$ cat src/rtl/dsi_seq_pkg.sv
package dsi_seq_pkg;

  typedef enum logic [1:0] {
    SEQ_OK    = 2'd0,
    SEQ_BUSY  = 2'd1,
    SEQ_INVAL = 2'd2
  } seq_status_e;

  typedef enum logic [1:0] {
    RA_ESC     = 2'd0,
    RA_PAYLOAD = 2'd1,
    RA_HEADER  = 2'd2
  } reg_addr_e;

  typedef enum logic [2:0] {
    S_IDLE,
    S_PAYLOAD,
    S_ESC,
    S_HEADER,
    S_WAIT_TX,
    S_WAIT_RX,
    S_FIN
  } seq_state_e;

  localparam int ESC_LPM_BIT = 7;
  localparam int ESC_BTA_BIT = 16;

  // escape-control value: low-power bit follows the request, turnaround always on
  function automatic logic [31:0] esc_ctrl_word(input logic lpm);
    logic [31:0] w;
    w = '0;
    w[ESC_LPM_BIT] = lpm;
    w[ESC_BTA_BIT] = 1'b1;
    return w;
  endfunction

  function automatic logic [31:0] header_word(input logic [23:0] hdr);
    return {8'h00, hdr};
  endfunction

  function automatic int unsigned words_for(input int unsigned nbytes);
    return (nbytes + 3) / 4;
  endfunction

  function automatic logic args_bad(input logic has_buf, input logic len_nonzero);
    return has_buf ^ len_nonzero;
  endfunction

endpackage

$ cat src/rtl/dsi_pl_packer.sv
module dsi_pl_packer #(
  parameter int MAX_BYTES = 16,
  parameter int LEN_W     = 5,
  parameter int WIDX_W    = 2
) (
  input  logic [MAX_BYTES*8-1:0] bytes_i,
  input  logic [LEN_W-1:0]       len_i,
  input  logic [WIDX_W-1:0]      idx_i,
  output logic [31:0]            word_o
);
  localparam int PAD_BYTES = (2 ** WIDX_W) * 4;

  logic [7:0] lane_mem [PAD_BYTES];

  for (genvar b = 0; b < PAD_BYTES; b++) begin : g_pad
    if (b < MAX_BYTES) begin : g_real
      assign lane_mem[b] = bytes_i[b*8 +: 8];
    end else begin : g_zero
      assign lane_mem[b] = 8'h00;
    end
  end

  for (genvar l = 0; l < 4; l++) begin : g_lane
    logic [WIDX_W+1:0] pos;
    assign pos = {idx_i, 2'(l)};
    assign word_o[l*8 +: 8] = (32'(pos) < 32'(len_i)) ? lane_mem[pos] : 8'h00;
  end

endmodule

$ cat src/rtl/dsi_evt_latch.sv
module dsi_evt_latch #(
  parameter int N = 3
) (
  input  logic         clk,
  input  logic         rst_n,
  input  logic         clr,
  input  logic [N-1:0] ev_i,
  output logic [N-1:0] hit_o
);
  logic [N-1:0] lat_q;

  always_ff @(posedge clk or negedge rst_n) begin
    if (!rst_n)   lat_q <= '0;
    else if (clr) lat_q <= '0;
    else          lat_q <= lat_q | ev_i;
  end

  assign hit_o = clr ? '0 : (lat_q | ev_i);

  // a remembered event stays remembered until the sequencer returns to idle
  p_evt_hold_r10: assert property (@(posedge clk) disable iff (!rst_n)
    !clr |=> ((lat_q & $past(lat_q)) == $past(lat_q)));

endmodule

$ cat src/rtl/dsi_wait_timer.sv
module dsi_wait_timer #(
  parameter int unsigned LIMIT = 4,
  parameter int          CW    = 3
) (
  input  logic clk,
  input  logic rst_n,
  input  logic run,
  input  logic restart,
  output logic expire_o
);
  logic [CW-1:0] cnt_q;

  always_ff @(posedge clk or negedge rst_n) begin
    if (!rst_n)                cnt_q <= '0;
    else if (!run || restart)  cnt_q <= '0;
    else                       cnt_q <= cnt_q + CW'(1);
  end

  assign expire_o = run && !restart && (cnt_q == CW'(LIMIT - 1));

  // the wait counter never runs past its limit
  p_cnt_bound_r7: assert property (@(posedge clk) disable iff (!rst_n)
    run |-> (32'(cnt_q) < LIMIT));

  // each wait starts from a fresh count
  p_fresh_start_r7: assert property (@(posedge clk) disable iff (!rst_n)
    $rose(run) |-> (cnt_q == '0));

endmodule

$ cat src/rtl/dsi_cmd_seq.sv
module dsi_cmd_seq
  import dsi_seq_pkg::*;
#(
  parameter int          MAX_PL_BYTES = 16,
  parameter int          RX_LEN_W     = 8,
  parameter int unsigned CLK_HZ       = 100_000_000,
  parameter int unsigned TIMEOUT_MS   = 250,
  localparam int         LEN_W        = $clog2(MAX_PL_BYTES + 1)
) (
  input  logic                      clk,
  input  logic                      rst_n,
  input  logic                      cmd_valid,
  output logic                      cmd_ready,
  input  logic [23:0]               cmd_header,
  input  logic [LEN_W-1:0]          cmd_pl_len,
  input  logic [MAX_PL_BYTES*8-1:0] cmd_pl_bytes,
  input  logic                      cmd_lpm,
  input  logic                      cmd_rx_buf,
  input  logic [RX_LEN_W-1:0]       cmd_rx_len,
  input  logic                      ev_pl_empty,
  input  logic                      ev_ph_empty,
  input  logic                      ev_rx_done,
  output logic                      reg_wr_en,
  output logic [1:0]                reg_wr_addr,
  output logic [31:0]               reg_wr_data,
  output logic                      done,
  output logic [1:0]                status,
  output logic                      rsp_start
);
  localparam int          MAX_WORDS  = (MAX_PL_BYTES + 3) / 4;
  localparam int          WIDX_W     = (MAX_WORDS > 1) ? $clog2(MAX_WORDS) : 1;
  localparam int unsigned TMO_CYCLES = (CLK_HZ / 1000) * TIMEOUT_MS;
  localparam int          TMO_W      = $clog2(TMO_CYCLES + 1);
  localparam int          EV_PL      = 0;
  localparam int          EV_PH      = 1;
  localparam int          EV_RX      = 2;

  seq_state_e                state_q, state_d;
  seq_status_e               st_q;
  logic [23:0]               hdr_q;
  logic [MAX_PL_BYTES*8-1:0] pl_q;
  logic [LEN_W-1:0]          len_q;
  logic                      lpm_q;
  logic                      rsp_q;
  logic [WIDX_W-1:0]         widx_q;

  // named internal events
  logic        accept;
  logic        arg_bad;
  logic        long_in;
  logic        long_pkt;
  logic        last_word;
  logic [31:0] pl_word;
  logic [2:0]  ev_vec;
  logic [2:0]  ev_hit;
  logic        tx_hit;
  logic        rx_hit;
  logic        tmr_run;
  logic        tmr_restart;
  logic        tmo_expire;
  logic        to_busy;

  assign cmd_ready = (state_q == S_IDLE);
  assign accept    = cmd_valid && cmd_ready;
  assign arg_bad   = args_bad(cmd_rx_buf, |cmd_rx_len) ||
                     (32'(cmd_pl_len) > 32'(MAX_PL_BYTES));
  assign long_in   = (cmd_pl_len != '0);
  assign long_pkt  = (len_q != '0);
  assign last_word = (widx_q == WIDX_W'(words_for(32'(len_q)) - 1));

  dsi_pl_packer #(
    .MAX_BYTES (MAX_PL_BYTES),
    .LEN_W     (LEN_W),
    .WIDX_W    (WIDX_W)
  ) u_packer (
    .bytes_i (pl_q),
    .len_i   (len_q),
    .idx_i   (widx_q),
    .word_o  (pl_word)
  );

  assign ev_vec = {ev_rx_done, ev_ph_empty, ev_pl_empty};

  dsi_evt_latch #(.N(3)) u_evt (
    .clk   (clk),
    .rst_n (rst_n),
    .clr   (state_q == S_IDLE),
    .ev_i  (ev_vec),
    .hit_o (ev_hit)
  );

  assign tx_hit      = long_pkt ? ev_hit[EV_PL] : ev_hit[EV_PH];
  assign rx_hit      = ev_hit[EV_RX];
  assign tmr_run     = (state_q == S_WAIT_TX) || (state_q == S_WAIT_RX);
  assign tmr_restart = (state_q == S_WAIT_TX) && tx_hit;

  dsi_wait_timer #(
    .LIMIT (TMO_CYCLES),
    .CW    (TMO_W)
  ) u_timer (
    .clk      (clk),
    .rst_n    (rst_n),
    .run      (tmr_run),
    .restart  (tmr_restart),
    .expire_o (tmo_expire)
  );

  always_comb begin
    state_d = state_q;
    to_busy = 1'b0;
    unique case (state_q)
      S_IDLE:    if (accept) state_d = arg_bad ? S_FIN : (long_in ? S_PAYLOAD : S_ESC);
      S_PAYLOAD: if (last_word) state_d = S_ESC;
      S_ESC:     state_d = S_HEADER;
      S_HEADER:  state_d = S_WAIT_TX;
      S_WAIT_TX: begin
        if (tx_hit)          state_d = rsp_q ? S_WAIT_RX : S_FIN;
        else if (tmo_expire) begin state_d = S_FIN; to_busy = 1'b1; end
      end
      S_WAIT_RX: begin
        if (rx_hit)          state_d = S_FIN;
        else if (tmo_expire) begin state_d = S_FIN; to_busy = 1'b1; end
      end
      S_FIN:     state_d = S_IDLE;
      default:   state_d = S_IDLE;
    endcase
  end

  always_ff @(posedge clk or negedge rst_n) begin
    if (!rst_n) begin
      state_q <= S_IDLE;
      st_q    <= SEQ_OK;
      hdr_q   <= '0;
      pl_q    <= '0;
      len_q   <= '0;
      lpm_q   <= 1'b0;
      rsp_q   <= 1'b0;
      widx_q  <= '0;
    end else begin
      state_q <= state_d;
      if (accept) begin
        hdr_q  <= cmd_header;
        pl_q   <= cmd_pl_bytes;
        len_q  <= cmd_pl_len;
        lpm_q  <= cmd_lpm;
        rsp_q  <= cmd_rx_buf;
        widx_q <= '0;
        st_q   <= arg_bad ? SEQ_INVAL : SEQ_OK;
      end
      if (state_q == S_PAYLOAD) widx_q <= widx_q + WIDX_W'(1);
      if (to_busy) st_q <= SEQ_BUSY;
    end
  end

  always_comb begin
    reg_wr_en   = 1'b0;
    reg_wr_addr = RA_ESC;
    reg_wr_data = '0;
    unique case (state_q)
      S_PAYLOAD: begin reg_wr_en = 1'b1; reg_wr_addr = RA_PAYLOAD; reg_wr_data = pl_word; end
      S_ESC:     begin reg_wr_en = 1'b1; reg_wr_addr = RA_ESC;     reg_wr_data = esc_ctrl_word(lpm_q); end
      S_HEADER:  begin reg_wr_en = 1'b1; reg_wr_addr = RA_HEADER;  reg_wr_data = header_word(hdr_q); end
      default:   ;
    endcase
  end

  assign done      = (state_q == S_FIN);
  assign status    = st_q;
  assign rsp_start = done && (st_q == SEQ_OK) && rsp_q;

  // the escape word carries the turnaround bit and is followed at once by the header
  p_esc_bta_r4: assert property (@(posedge clk) disable iff (!rst_n)
    (reg_wr_en && reg_wr_addr == RA_ESC) |-> reg_wr_data[ESC_BTA_BIT]);
  p_esc_then_hdr_r4: assert property (@(posedge clk) disable iff (!rst_n)
    (reg_wr_en && reg_wr_addr == RA_ESC) |=> (reg_wr_en && reg_wr_addr == RA_HEADER));

  // the header is the last write of a command
  p_hdr_last_r2: assert property (@(posedge clk) disable iff (!rst_n)
    (reg_wr_en && reg_wr_addr == RA_HEADER) |=> !reg_wr_en);

  // a rejected command finishes at once without writes
  p_inval_nowrite_r9: assert property (@(posedge clk) disable iff (!rst_n)
    (accept && arg_bad) |=> (done && status == SEQ_INVAL && !reg_wr_en));

  // done is a single-cycle pulse
  p_done_pulse_r10: assert property (@(posedge clk) disable iff (!rst_n)
    done |=> !done);

  // no command is taken while one is finishing
  p_ready_idle_r1: assert property (@(posedge clk) disable iff (!rst_n)
    (reg_wr_en || done) |-> !cmd_ready);

endmodule

$ cat config.mk
export PLATFORM = sky130hd
export DESIGN_NAME = dsi_cmd_seq
export DESIGN_NICKNAME = d
export VERILOG_FILES = /design/src/rtl/dsi_seq_pkg.sv /design/src/rtl/dsi_pl_packer.sv /design/src/rtl/dsi_evt_latch.sv /design/src/rtl/dsi_wait_timer.sv /design/src/rtl/dsi_cmd_seq.sv
export SDC_FILE = /design/constraint.sdc
export NUM_CORES = 1
export LEC_CHECK = 0
export BUFFER_PORTS_ARGS = -buffer_cell sky130_fd_sc_hd__buf_2
export CAP_MARGIN = 20
export CORE_UTILIZATION = 54
export CTS_CLUSTER_SIZE = 14
export DETAILED_ROUTE_END_ITERATION = 7
export PLACE_DENSITY = 0.8
export SLEW_MARGIN = 20
export SYNTH_ARGS = -nofsm -noshare
export SYNTH_HDL_FRONTEND = slang
export SYNTH_SLANG_ARGS = --single-unit
$ cat constraint.sdc
create_clock -name clk -period 2.1 [get_ports clk]
set_clock_uncertainty 0.1 [all_clocks]
set_input_delay 0.21 -clock clk [delete_from_list [all_inputs] [get_ports clk]]
set_output_delay 0.21 -clock clk [all_outputs]
set_load 0.01 [all_outputs]
# Word-level counts from Yosys, hierarchy flattened
# Index checks and enable logic that the tools add are counted.
[classes] mux=40 magnitude_cmp=9 addsub=4 eq_ne=10 reduce_logical=20 bitwise=6
[op_table] cell="$bmux W8 S4" count=4
[op_table] cell="$mux W8" count=12
[op_table] cell="$pmux W32 S3" count=1
[op_table] cell="$add A25 B1 Y25 const B" count=1
[op_table] cell="$eq A25 B25 Y1 const B" count=1
[op_table] cell="$mux W25" count=1
[op_table] cell="$mux W3" count=7
[op_table] cell="$ge A5 B5 Y1 const B" count=4
[op_table] cell="$lt A4 B5 Y1" count=4
[op_table] cell="$not A4 Y5" count=4
[op_table] cell="$pmux W3 S6" count=1
[op_table] cell="$mux W2" count=7
[op_table] cell="$reduce_bool A5 Y1" count=2
[op_table] cell="$eq A3 B3 Y1 const B" count=3
[op_table] cell="$reduce_or A8 Y1" count=1
[op_table] cell="$eq A3 B2 Y1 const B" count=2
[op_table] cell="$logic_and A1 B1 Y1" count=6
[op_table] cell="$gt A5 B5 Y1 const B" count=1
[op_table] cell="$mux W1" count=5
[op_table] cell="$add A4 B2 Y4 const B" count=1
[op_table] cell="$pmux W2 S2" count=1
[op_table] cell="$reduce_bool A2 Y1" count=2
[op_table] cell="$eq A3 B1 Y1 const B" count=1
[op_table] cell="$logic_not A3 Y1" count=1
[op_table] cell="13 further kinds" count=16
[word_totals] output_inout_bits=40 input_bits=173 word_cells=99 regBits=194

# Logic depth before layout (Yosys ltp)
[logic_depth] word_depth=11 ltp_mapped=8 ltp_nobuf=7

# By module
# A second synthesis with hierarchy kept.
[hier_totals] cells_unflattened=1021 area_unflattened_um2=9405.3
[by_module_without_submodules] mod="dsi_cmd_seq" area_each_um2=6882.9 n_inst=1 cells_each=790 seq_area_each_um2=4154.0
[by_module_without_submodules] mod="dsi_wait_timer" area_each_um2=1313.8 n_inst=1 cells_each=136 seq_area_each_um2=625.6
[by_module_without_submodules] mod="dsi_pl_packer" area_each_um2=1103.6 n_inst=1 cells_each=89 seq_area_each_um2=0.0
[by_module_without_submodules] mod="dsi_evt_latch" area_each_um2=105.1 n_inst=1 cells_each=6 seq_area_each_um2=75.1

# Worst setup path after synthesis
# No wires, ideal clock.
[synth_timing] path_type="reg-to-output" start="register len_q[3]" end="output port reg_wr_data[0]" n_path_buf=0 t_required_ps=1790 setup_slack_ps=136 stages_incl_launch_ff=8 arrival_time_ps=1654 path_cell_list="dfrtp_1 -> inv_1 -> ha_1 -> a21oi_1 -> nor2_1 -> nor2_2 -> o31ai_1 -> o21ai_0"
[synth_via] elab_chain_len=3
[synth_lines] element="start, declared" line_no="dsi_cmd_seq.sv:42" rtl="logic [LEN_W-1:0] len_q;"
[synth_lines] element="start signal, assigned" line_no="dsi_cmd_seq.sv:144" rtl="len_q <= cmd_pl_len;"
[synth_lines] element="$lt A4 B5 Y1" line_no="dsi_pl_packer.sv:26" rtl="assign word_o[l*8 +: 8] = (32'(pos) < 32'(len_i)) ? lane_mem[pos] : 8'h00;"
[synth_lines] element="$mux W8" line_no="dsi_pl_packer.sv:26"
[synth_lines] element="$pmux W32 S3" line_no="dsi_cmd_seq.sv:159" rtl="unique case (state_q)"
[synth_lines] element="end, declared" line_no="dsi_cmd_seq.sv:25" rtl="output logic [31:0] reg_wr_data,"
# No other way between the ends.

# Worst setup path in the final report
[layout_timing] start="register widx_q[1]" end="output port reg_wr_data[2]"
[layout_via] elab_chain_len=6 elab_cells_between_ends=7 cone_classes="order compare: 1; mux: 5; bitwise: 1"
[layout_lines] element="start, declared" line_no="dsi_cmd_seq.sv:45" rtl="logic [WIDX_W-1:0] widx_q;"
[layout_lines] element="start signal, assigned" line_no="dsi_cmd_seq.sv:150" rtl="if (state_q == S_PAYLOAD) widx_q <= widx_q + WIDX_W'(1);"
[layout_lines] element="$not A4 Y5 (not written as such)" line_no="dsi_pl_packer.sv:26"
[layout_lines] element="$bmux W8 S4" line_no="dsi_pl_packer.sv:26"
[layout_lines] element="$mux W8 (not written as such) (2 in series)" line_no="dsi_pl_packer.sv:26"
[layout_lines] element="$mux W8 (*)" line_no="dsi_pl_packer.sv:26"
[layout_lines] element="$pmux W32 S3 (*)" line_no="dsi_cmd_seq.sv:159"
# Mark *: on every way between the ends. The rest lies on a longest branch, timed or not. The select of a mux whose other input is x is not followed.

==> impl_metrics.toml <==
[global_routing]
gr-total-overflow = 0
antenna_found_initial = 2
grt_pass1_vias = 9154
grt_usage_pct = 35.22
grt_start_max_net_pins = 85
grt_pass1_wl_um = 47120

[clock_tree]
cts.sink_count = 194
numCtsBuffers = 17
cts_max_path_buffers = 2
cts_tree = "yes"
insertion_delay_ns = 0.44
clk_pin_slew_ns = 0.07
root_buffer = "clkbuf_16"
htreeDepth = 4

[setup_path]
cp.required_ns = 1.79
cp-endpoint = "reg_wr_data[2]"
crit_type = "flip-flop to output port"
reg2reg_depth = 7
r2r-end = "state_q[1]"
r2r_slack_ns = 0.06
r2r-start = "widx_q[0]"
endpoint_kind = "output port"
crit_path_start_kind = "flip-flop"
crit_fanout = 7
crit_start = "widx_q[1]"
critPathArrivalTime_ns = 2.09

[detailed_routing]
drt_wl_total_um = 30690
drtIter0Drc = 1041
routed-via-count = 9095
via_per_inst = 5.600
ant_nets = 0
post_drt_wl_per_cell_um = 18.90
route.detailed.drc = 0
first_pass_iters = 7

[synthesis]
synth_sequential_area_ratio_pct = 53.20
yosys-top-cells-area = "dfrtp_1, nand2_1, mux4_2, buf_2, nor2_1"
synth_edf_count = 0
syn_inst = 1002
synthFlopType = "dfrtp_1"
async_flop_share_pct = 100.0
yosysWarnings = 0
yosysTopAreaCell = "dfrtp_1"
syn-num-nets = 1179
synth_top_area_share_pct = 53.20
ys_types = 47
netlist_area_um2 = 9125
ys_ff_latch = 194
syn_avg_cell_area_um2 = 9.107

[floorplanning]
core_area_um2 = 16520
io-pin-count = 213
num_rows = 47
die_x_um = 132.0
die-area_um2 = 17420
die_h_um = 132.0
initial_core_util_pct = 55.22

[hold_path]
holdPathStages = 3
hp-class = "input pin to flip-flop"

[run]
drv_cap = 0

[status]
violations = "negative setup slack"
status = "complete, but fails checks"

[sta]
tightest_slew_ns = 0.4513
layout_setup_ws_ns = -0.3029
rsz0062_at_grt = "true"
slew_headroom_pct = 69.69
fin_setup_tns_ns = -7.752
finalHoldViolCount = 0
period_share_pct = 114.4
drv_slew = 0
setup_viol = 32
max_freq_mhz = 416.2
finalCriticalPeriod_ns = 2.403

[final_layout]
n_fill_cell = 964
fin_nets = 1566
drive_above_1_share_pct = 27.18
area_growth_pct = 45.14
final_common_cell = "nand2_1"
layout_common_cells = "nand2_1, buf_2, dfrtp_1"

[place]
gp_congestion = 0.9406
hpwl_um = 16600
port_buffers = 212

[pwr]
p_per_area_nw_per_um2 = 1256
total_power_mw = 16.64
ir_worst_vdd_mv = 0.9316
p_leak_nw = 6.715
layout make-up:
type / instances / area (µm²) / share of cell area, %
flip-flops and latches: 194 / 4860 / 36.69
multi-input cells: 730 / 4096 / 30.93
repair buffers: 419 / 3297 / 24.89
clock buffers: 19 / 432.9 / 3.269
well taps: 220 / 275.3 / 2.078
clock inverters: 13 / 176.4 / 1.332
inverters: 27 / 101.3 / 0.7652
diodes: 2 / 5.005 / 0.03779
flip-flops by register name (all words and copies together) (netlist names):
register / flops
pl_q: 128
widx_q: 2
len_q: 5
status: 2
u_timer.cnt_q: 25
lpm_q: 1
state_q: 3
u_evt.lat_q: 3
hdr_q: 24
rsp_q: 1
synth_stat cells, types with 2 or more instances:
master / number
clkbuf_1: 8
nand3b_1: 2
nor4_4: 2
nor2_2: 5
mux2i_1: 2
buf_2: 33
a21o_1: 2
a32o_1: 7
nor2_1: 40
dfrtp_1: 194
a21oi_1: 5
inv_1: 27
nand2_1: 500
a31oi_1: 4
o31ai_1: 2
buf_4: 8
nor4_1: 7
ha_1: 4
nor2b_1: 11
and4_1: 2
nand4_1: 6
mux4_2: 32
nand2b_1: 2
and3_1: 5
nor3_1: 3
o22ai_1: 3
nand3_1: 17
o21ai_0: 27
xor2_1: 17
xnor2_1: 8
worst min path at each step:
stage / startpoint / endpoint / slack [ns]
2_1_floorplan: rst_n / hdr_q[0] / -0.19
3_3_place_gp: rst_n / u_timer.cnt_q[17] / 0.10
3_5_place_dp: rst_n / u_timer.cnt_q[11] / 0.1
4_1_cts: ev_ph_empty / u_evt.lat_q[1] / 0.002
5_1_grt: ev_ph_empty / u_evt.lat_q[1] / 0.03
6_report: ev_ph_empty / u_evt.lat_q[1] / 0.02
kinds of logic after synthesis:
group / Yosys count / synth area share [%]
compound gates: 58 / 4.223
xor+xnor: 25 / 2.400
fa+ha+maj: 4 / 0.5485
buf+inv: 78 / 4.072
flops: 194 / 53.20
mux: 34 / 8.117
simple gates: 609 / 27.44
report_power, final:
group	internal (mW)	switching (mW)	total (mW)
logic	3.08	3.78	6.86
registers	5.27	1.09	6.35
clock network	1.90	1.52	3.42
total	10.2	6.39	16.6
metal layers:
| metal | up-vias | routed length [µm] | global-route usage, % | part of all wire, % |
|---|---|---|---|---|
| li1 | 4001 | - | - | - |
| met1 | 4398 | 11540 | 43.17 | 38 |
| met2 | 548 | 15280 | 58.70 | 50 |
| met3 | 148 | 2232 | 7.420 | 7.3 |
| met4 | 0 | 1642 | 19.06 | 5.4 |
| met5 | - | 0 | 0 | 0 |
per-stage QoR:
stage               cells  hold slack, ns  setup WS [ns]  util (%)  cell area (µm²)
CTS                  1615        0.002132        -0.2597     78.63            12990
global route         1623         0.03117        -0.4505     80.13            13240
finish               1624         0.01955        -0.3029     80.15            13240
global placement     1412          0.1018        0.08806     63.88            10560
detailed placement   1412         0.09877        0.04052     63.88            10560
floorplan            1002         -0.1856         0.1356         -             9125
worst max-delay path, stage by stage, from the launching register on:
cell,delay (ns)
dfrtp_2,0.43
ha_4,0.26
a21oi_2,0.17
nor2_2,0.07
nor2_4,0.15
o31ai_2,0.11
buf_6,0.17
o21ai_1,0.14
buf_2,0.16
what timing repair did:
item                                   4_1_cts  5_1_grt
gates cloned                                 2        0
gates resized for setup                     40       51
pin swaps                                    7       13
hold buffers                               162        0
setup endpoints to repair                   34       37
setup buffers                                7        7
endpoints found under the hold margin      239        0
Note: power is estimated with default switching activity, not from simulation.
